<file path="config.mk">
export PLATFORM = sky130hd
export DESIGN_NAME = addr_adjust_unit
export DESIGN_NICKNAME = d
export VERILOG_FILES = /design/src/rtl/aau_pkg.sv /design/src/rtl/aau_decoder.sv /design/src/rtl/aau_index_file.sv /design/src/rtl/aau_addr_file.sv /design/src/rtl/addr_adjust_unit.sv
export SDC_FILE = /design/constraint.sdc
export NUM_CORES = 1
export LEC_CHECK = 0
export ABC_AREA = 1
export ABC_CLOCK_PERIOD_IN_PS = 5100
export BUFFER_PORTS_ARGS = -buffer_cell sky130_fd_sc_hd__buf_2
export CORE_MARGIN = 2
export CORE_UTILIZATION = 45
export CTS_CLUSTER_SIZE = 20
export DETAILED_ROUTE_END_ITERATION = 12
export PLACE_DENSITY = 0.73
export SLEW_MARGIN = 25
export SYNTH_ARGS = -nofsm -noshare
export SYNTH_HDL_FRONTEND = slang
export SYNTH_SLANG_ARGS = --single-unit
</file>
<file path="constraint.sdc">
create_clock -name clk -period 5.1 [get_ports clk]
set_input_delay 0.255 -clock clk [delete_from_list [all_inputs] [get_ports clk]]
set_output_delay 0.255 -clock clk [all_outputs]
set_load 0.02 [all_outputs]
</file>
<file path="src/rtl/aau_pkg.sv">
package aau_pkg;
  localparam int OPC_W  = 16;
  localparam int NREG   = 4;
  localparam int SEL_W  = $clog2(NREG);

  typedef enum logic [2:0] {
    OP_NONE,
    OP_DEC,
    OP_INC,
    OP_SUB,
    OP_ADD
  } aau_op_e;
endpackage

</file>
<file path="src/rtl/aau_decoder.sv">
module aau_decoder
  import aau_pkg::*;
(
  input  logic             op_valid,
  input  logic [OPC_W-1:0] op_code,
  output aau_op_e          kind,
  output logic [SEL_W-1:0] dst,
  output logic [SEL_W-1:0] src,
  output logic             hit
);
  always_comb begin
    kind = OP_NONE;
    dst  = op_code[1:0];
    src  = op_code[1:0];
    if (op_valid) begin
      if (op_code[15:4] == 12'h000) begin
        unique case (op_code[3:2])
          2'b01:   kind = OP_DEC;
          2'b10:   kind = OP_INC;
          2'b11:   kind = OP_SUB;
          default: kind = OP_NONE;
        endcase
      end else if (op_code[15:5] == 11'h000) begin
        kind = OP_ADD;
        src  = op_code[3:2];
      end
    end
    hit = (kind != OP_NONE);
  end
endmodule

</file>
<file path="src/rtl/aau_index_file.sv">
module aau_index_file
  import aau_pkg::*;
#(
  parameter int IDX_W = 16
) (
  input  logic             clk,
  input  logic             rst_n,
  input  logic             wr_en,
  input  logic [SEL_W-1:0] wr_sel,
  input  logic [IDX_W-1:0] wr_data,
  input  logic [SEL_W-1:0] rd_sel,
  output logic [IDX_W-1:0] rd_data
);
  logic [IDX_W-1:0] ix_q [NREG];

  for (genvar i = 0; i < NREG; i++) begin : g_ix
    always_ff @(posedge clk) begin
      if (!rst_n)                       ix_q[i] <= '0;
      else if (wr_en && wr_sel == i)    ix_q[i] <= wr_data;
    end
  end

  // Read returns the value held before any write in this cycle
  assign rd_data = ix_q[rd_sel];

  // a write lands in the selected offset at the next edge
  a_r9_load: assert property (@(posedge clk) disable iff (!rst_n)
    wr_en |=> ix_q[$past(wr_sel)] == $past(wr_data));
endmodule

</file>
<file path="src/rtl/aau_addr_file.sv">
module aau_addr_file
  import aau_pkg::*;
#(
  parameter int AW    = 16,
  parameter int IDX_W = 16
) (
  input  logic             clk,
  input  logic             rst_n,
  input  aau_op_e          upd_kind,
  input  logic [SEL_W-1:0] upd_dst,
  input  logic [IDX_W-1:0] idx_val,
  input  logic [SEL_W-1:0] rd_sel,
  output logic [AW-1:0]    rd_data
);
  localparam logic [AW-1:0] ONE = AW'(1);

  logic [AW-1:0]       ar_q [NREG];
  logic [AW+IDX_W-1:0] ext_full;
  logic [AW-1:0]       idx_ext;
  logic [AW-1:0]       cur;
  logic [AW-1:0]       nxt;

  // Sign-extend the offset to the pointer width
  assign ext_full = {{AW{idx_val[IDX_W-1]}}, idx_val};
  assign idx_ext  = ext_full[AW-1:0];
  assign cur      = ar_q[upd_dst];

  always_comb begin
    unique case (upd_kind)
      OP_DEC:  nxt = cur - ONE;
      OP_INC:  nxt = cur + ONE;
      OP_SUB:  nxt = cur - idx_ext;
      OP_ADD:  nxt = cur + idx_ext;
      default: nxt = cur;
    endcase
  end

  for (genvar i = 0; i < NREG; i++) begin : g_ar
    always_ff @(posedge clk) begin
      if (!rst_n)
        ar_q[i] <= '0;
      else if (upd_kind != OP_NONE && upd_dst == i)
        ar_q[i] <= nxt;
    end

    // any pointer not targeted this cycle holds its value
    a_r11_hold: assert property (@(posedge clk) disable iff (!rst_n)
      !(upd_kind != OP_NONE && upd_dst == i) |=> ar_q[i] == $past(ar_q[i]));
  end

  assign rd_data = ar_q[rd_sel];

  a_r2_dec: assert property (@(posedge clk) disable iff (!rst_n)
    (upd_kind == OP_DEC) |=> ar_q[$past(upd_dst)] == $past(cur) - ONE);

  a_r3_inc: assert property (@(posedge clk) disable iff (!rst_n)
    (upd_kind == OP_INC) |=> ar_q[$past(upd_dst)] == $past(cur) + ONE);

  a_r5_add: assert property (@(posedge clk) disable iff (!rst_n)
    (upd_kind == OP_ADD) |=> ar_q[$past(upd_dst)] == $past(cur) + $past(idx_ext));
endmodule

</file>
<file path="src/rtl/addr_adjust_unit.sv">
module addr_adjust_unit
  import aau_pkg::*;
#(
  parameter int AW    = 16,
  parameter int IDX_W = 16
) (
  input  logic             clk,
  input  logic             rst_n,
  input  logic             op_valid,
  input  logic [15:0]      op_code,
  output logic             op_hit,
  input  logic             idx_wr_en,
  input  logic [1:0]       idx_wr_sel,
  input  logic [IDX_W-1:0] idx_wr_data,
  input  logic [1:0]       rd_sel,
  output logic [AW-1:0]    rd_data
);
  aau_op_e          kind;
  logic [SEL_W-1:0] dst;
  logic [SEL_W-1:0] src;
  logic [IDX_W-1:0] idx_val;

  aau_decoder u_dec (
    .op_valid (op_valid),
    .op_code  (op_code),
    .kind     (kind),
    .dst      (dst),
    .src      (src),
    .hit      (op_hit)
  );

  aau_index_file #(.IDX_W(IDX_W)) u_ix (
    .clk     (clk),
    .rst_n   (rst_n),
    .wr_en   (idx_wr_en),
    .wr_sel  (idx_wr_sel),
    .wr_data (idx_wr_data),
    .rd_sel  (src),
    .rd_data (idx_val)
  );

  aau_addr_file #(.AW(AW), .IDX_W(IDX_W)) u_ar (
    .clk      (clk),
    .rst_n    (rst_n),
    .upd_kind (kind),
    .upd_dst  (dst),
    .idx_val  (idx_val),
    .rd_sel   (rd_sel),
    .rd_data  (rd_data)
  );

  // no hit without a valid word
  a_r8_idle_no_hit: assert property (@(posedge clk) disable iff (!rst_n)
    !op_valid |-> !op_hit);
endmodule

</file>
==> impl_metrics.tcl <==
set metrics [dict create \
    numCtsBuffers 17 \
    path_max_fanout 23 \
    htreeDepth 4 \
    period_needed_ps 4490 \
    clk_latency_ps 430 \
    grtUsageTotal 0.237 \
    ir_drop_mv 0.264 \
    post_cts_buffers 0 \
    initial_core_util 0.461 \
    yosysSeqAreaShare 0.482 \
    layoutNonFillerInstCount 1245 \
    cts_sinks 128 \
    setup_viol 0 \
    crit_type "in -> reg" \
    fmax_mhz 223 \
    post_synth_mux_area_share 0 \
    die_area_mm2 0.0188 \
    die_x_um 137 \
    grt_pass1_wl_um 33700 \
    syn_area_mm2 0.00797 \
    synth_xor_xnor_area_share 0.0110 \
    synth_top_area_share 0.482 \
    gp_congestion 0.903 \
    yosys.area_share.simple 0.289 \
    ys.flop_type "edfxtp_1" \
    synth_edf_count 128 \
    grt-ovfl-total 0 \
    worstPathRequired_ps 5330 \
    dp.cells 1213 \
    nets 1064 \
    grt_pass1_vias 6648 \
    synth_top_family_by_area "simple AND/OR/NAND/NOR gates" \
    post_synth_num_cell_types 44 \
    die_y_um 137 \
    powerDensity_mw_per_mm2 324 \
    worstSetupStartpointType "input port" \
    worst_slew_pin_slew_ps 993 \
    synth_top_area_cell "edfxtp_1" \
    clockRootBuffer "clkbuf_16" \
    boundaryPins 57 \
    synth-adder-area-share 0.0276 \
    core_mm2 0.0173 \
    slew_viol_final 0 \
    final_common_cell "nand2_1" \
    critPathArrivalTime_ps 4720 \
    port_buffers 56 \
    clkTransAtPathRegs_ps 60 \
    yosys-top-cells-area "edfxtp_1 (48%), nand2_1 (9.4%), nor2_1 (8.9%), nand3_1 (4.8%), inv_1 (4.5%)" \
    cts_tree "built" \
    final_cell_mix "nand2_1 (199), nor2_1 (190), edfxtp_1 (128), inv_1 (96), nand3_1 (76)" \
    area_growth_pct 12.9 \
    routed_wl_um 21300 \
    antenna_found_initial 0 \
    via_per_inst 5.55 \
    drc_errors 0 \
    async_flop_share 0 \
    final_core_util 0.520 \
    rsz0062_at_grt "no" \
    hold_viol 0 \
    rows 48 \
    syn_nets 1021 \
    syn_area_per_cell_um2 8.27 \
    finalSetupTns_ps 0 \
    synth_compound_area_frac 0.115 \
    hold_class "in -> reg" \
    routedWlPerCell_um 17.1 \
    cts_resized 0 \
    yosysWarnings 0 \
    post-route-period-util 0.880 \
    drtIter0Drc 651 \
    vias 6910 \
    max_cap_violations 0 \
    ant_nets 0 \
    dpl.hpwl_um 14300 \
    postCtsHoldBufs 0 \
    ys_seq_elements 128 \
    drive_gt1_frac 0.139 \
    grt_max_degree 34 \
    skew_ps 8.92 \
    leakagePower_nw 3.90 \
    antenna_cells 0 \
    status "complete, no violations" \
    clock_path_buffers 2 \
    syn_inst 964 \
    slew_headroom 0.338 \
    end_kind "flop" \
    firstDrtPassIters 5 \
]
flip-flops by register name, indices dropped and copies added, names as in the netlist:
register,count
u_ar.ar_q,64
u_ix.ix_q,64
path summary, 6_finish.rpt:
path,cells past startpoint,slack (ps),start,to
setup / recovery,27,610,op_code[7],u_ar.ar_q[1][14]
hold / removal,3,170,idx_wr_data[13],u_ix.ix_q[2][13]
setup reg to reg,20,1190,u_ar.ar_q[0][0],u_ar.ar_q[1][14]
hold reg to reg,4,810,u_ar.ar_q[1][12],u_ar.ar_q[1][12]
logic make-up (layout without fill, tap and decap cells):
kind of cell | Yosys count | in the layout
xor gates and xnor gates | 10 | 10
DFF | 128 | 128
AOI/OAI and AO/OA | 147 | 147
buffers and inverters | 141 | 197
and+or+nand+nor | 521 | 521
adders and majority gates | 17 | 17
per-layer routing:
metal	vias to the layer above	routed length (um)	track usage
met5	-	0	0
met4	0	390	0.0848
met3	29	1660	0.0474
met2	308	10300	0.396
met1	3223	8960	0.305
li1	3350	-	-
area by class of cell:
| type | count | area [um2] |
|---|---|---|
| fill | 1596 | 8300 |
| sequential | 128 | 3840 |
| multi-input combinational | 695 | 3530 |
| clock buffer | 17 | 425 |
| inverter | 99 | 373 |
| timing repair buffer | 66 | 355 |
| tap | 225 | 282 |
| clock inverter | 15 | 184 |
critical path: stages:
cell and delay (ps):
buf_2 100, or2_4 260, nor2_8 150, nand3_4 300, clkinv_2 180, nand2_1 100, nand2_4 230, nand3_1 130
nand2_2 100, ha_1 230, nand2_1 70, o211ai_1 150, fa_1 520, nand3_1 100, nand2_1 60, nand2_1 70
nand2_1 50, a21oi_1 200, o21ai_0 200, a21boi_0 320, o21ai_0 150, nand2_1 100, nand2_1 60, a21oi_1 160
xnor2_1 130, nand2_1 120, a21oi_1 200
power by group:
part / internal, mW / total (mW) / switching, mW
clock: 0.775 / 1.26 / 0.489
sequential: 1.22 / 1.24 / 0.0263
combinational: 0.128 / 0.408 / 0.280
total: 2.12 / 2.91 / 0.795
synthesized netlist by cell type (5+ instances only):
| master | count |
|---|---|
| clkbuf_1 | 28 |
| buf_2 | 6 |
| nand3_1 | 76 |
| nand2_1 | 199 |
| nand3_2 | 5 |
| nand2_2 | 16 |
| nand2_4 | 7 |
| o22ai_1 | 17 |
| xor2_1 | 7 |
| o211ai_1 | 9 |
| o21ai_0 | 49 |
| inv_1 | 96 |
| o221ai_1 | 5 |
| a221oi_1 | 8 |
| buf_6 | 7 |
| a21oi_1 | 25 |
| nand4_1 | 7 |
| ha_1 | 16 |
| a22oi_1 | 23 |
| nor2_1 | 190 |
| edfxtp_1 | 128 |
metrics by stage:
| stage | hold WS, ps | setup WS [ps] | instance area, um2 | power, mW |
|---|---|---|---|---|
| floorplan | 498 | 1010 | 7970 | 1.55 |
| global placement | 597 | 435 | 8380 | 1.65 |
| detailed placement | 600 | 255 | 8380 | 1.66 |
| CTS | 155 | 702 | 8990 | 2.92 |
| global route | 190 | 104 | 8990 | 3.01 |
| finish | 173 | 613 | 8990 | 2.91 |
(Power assumes the default switching activity.)
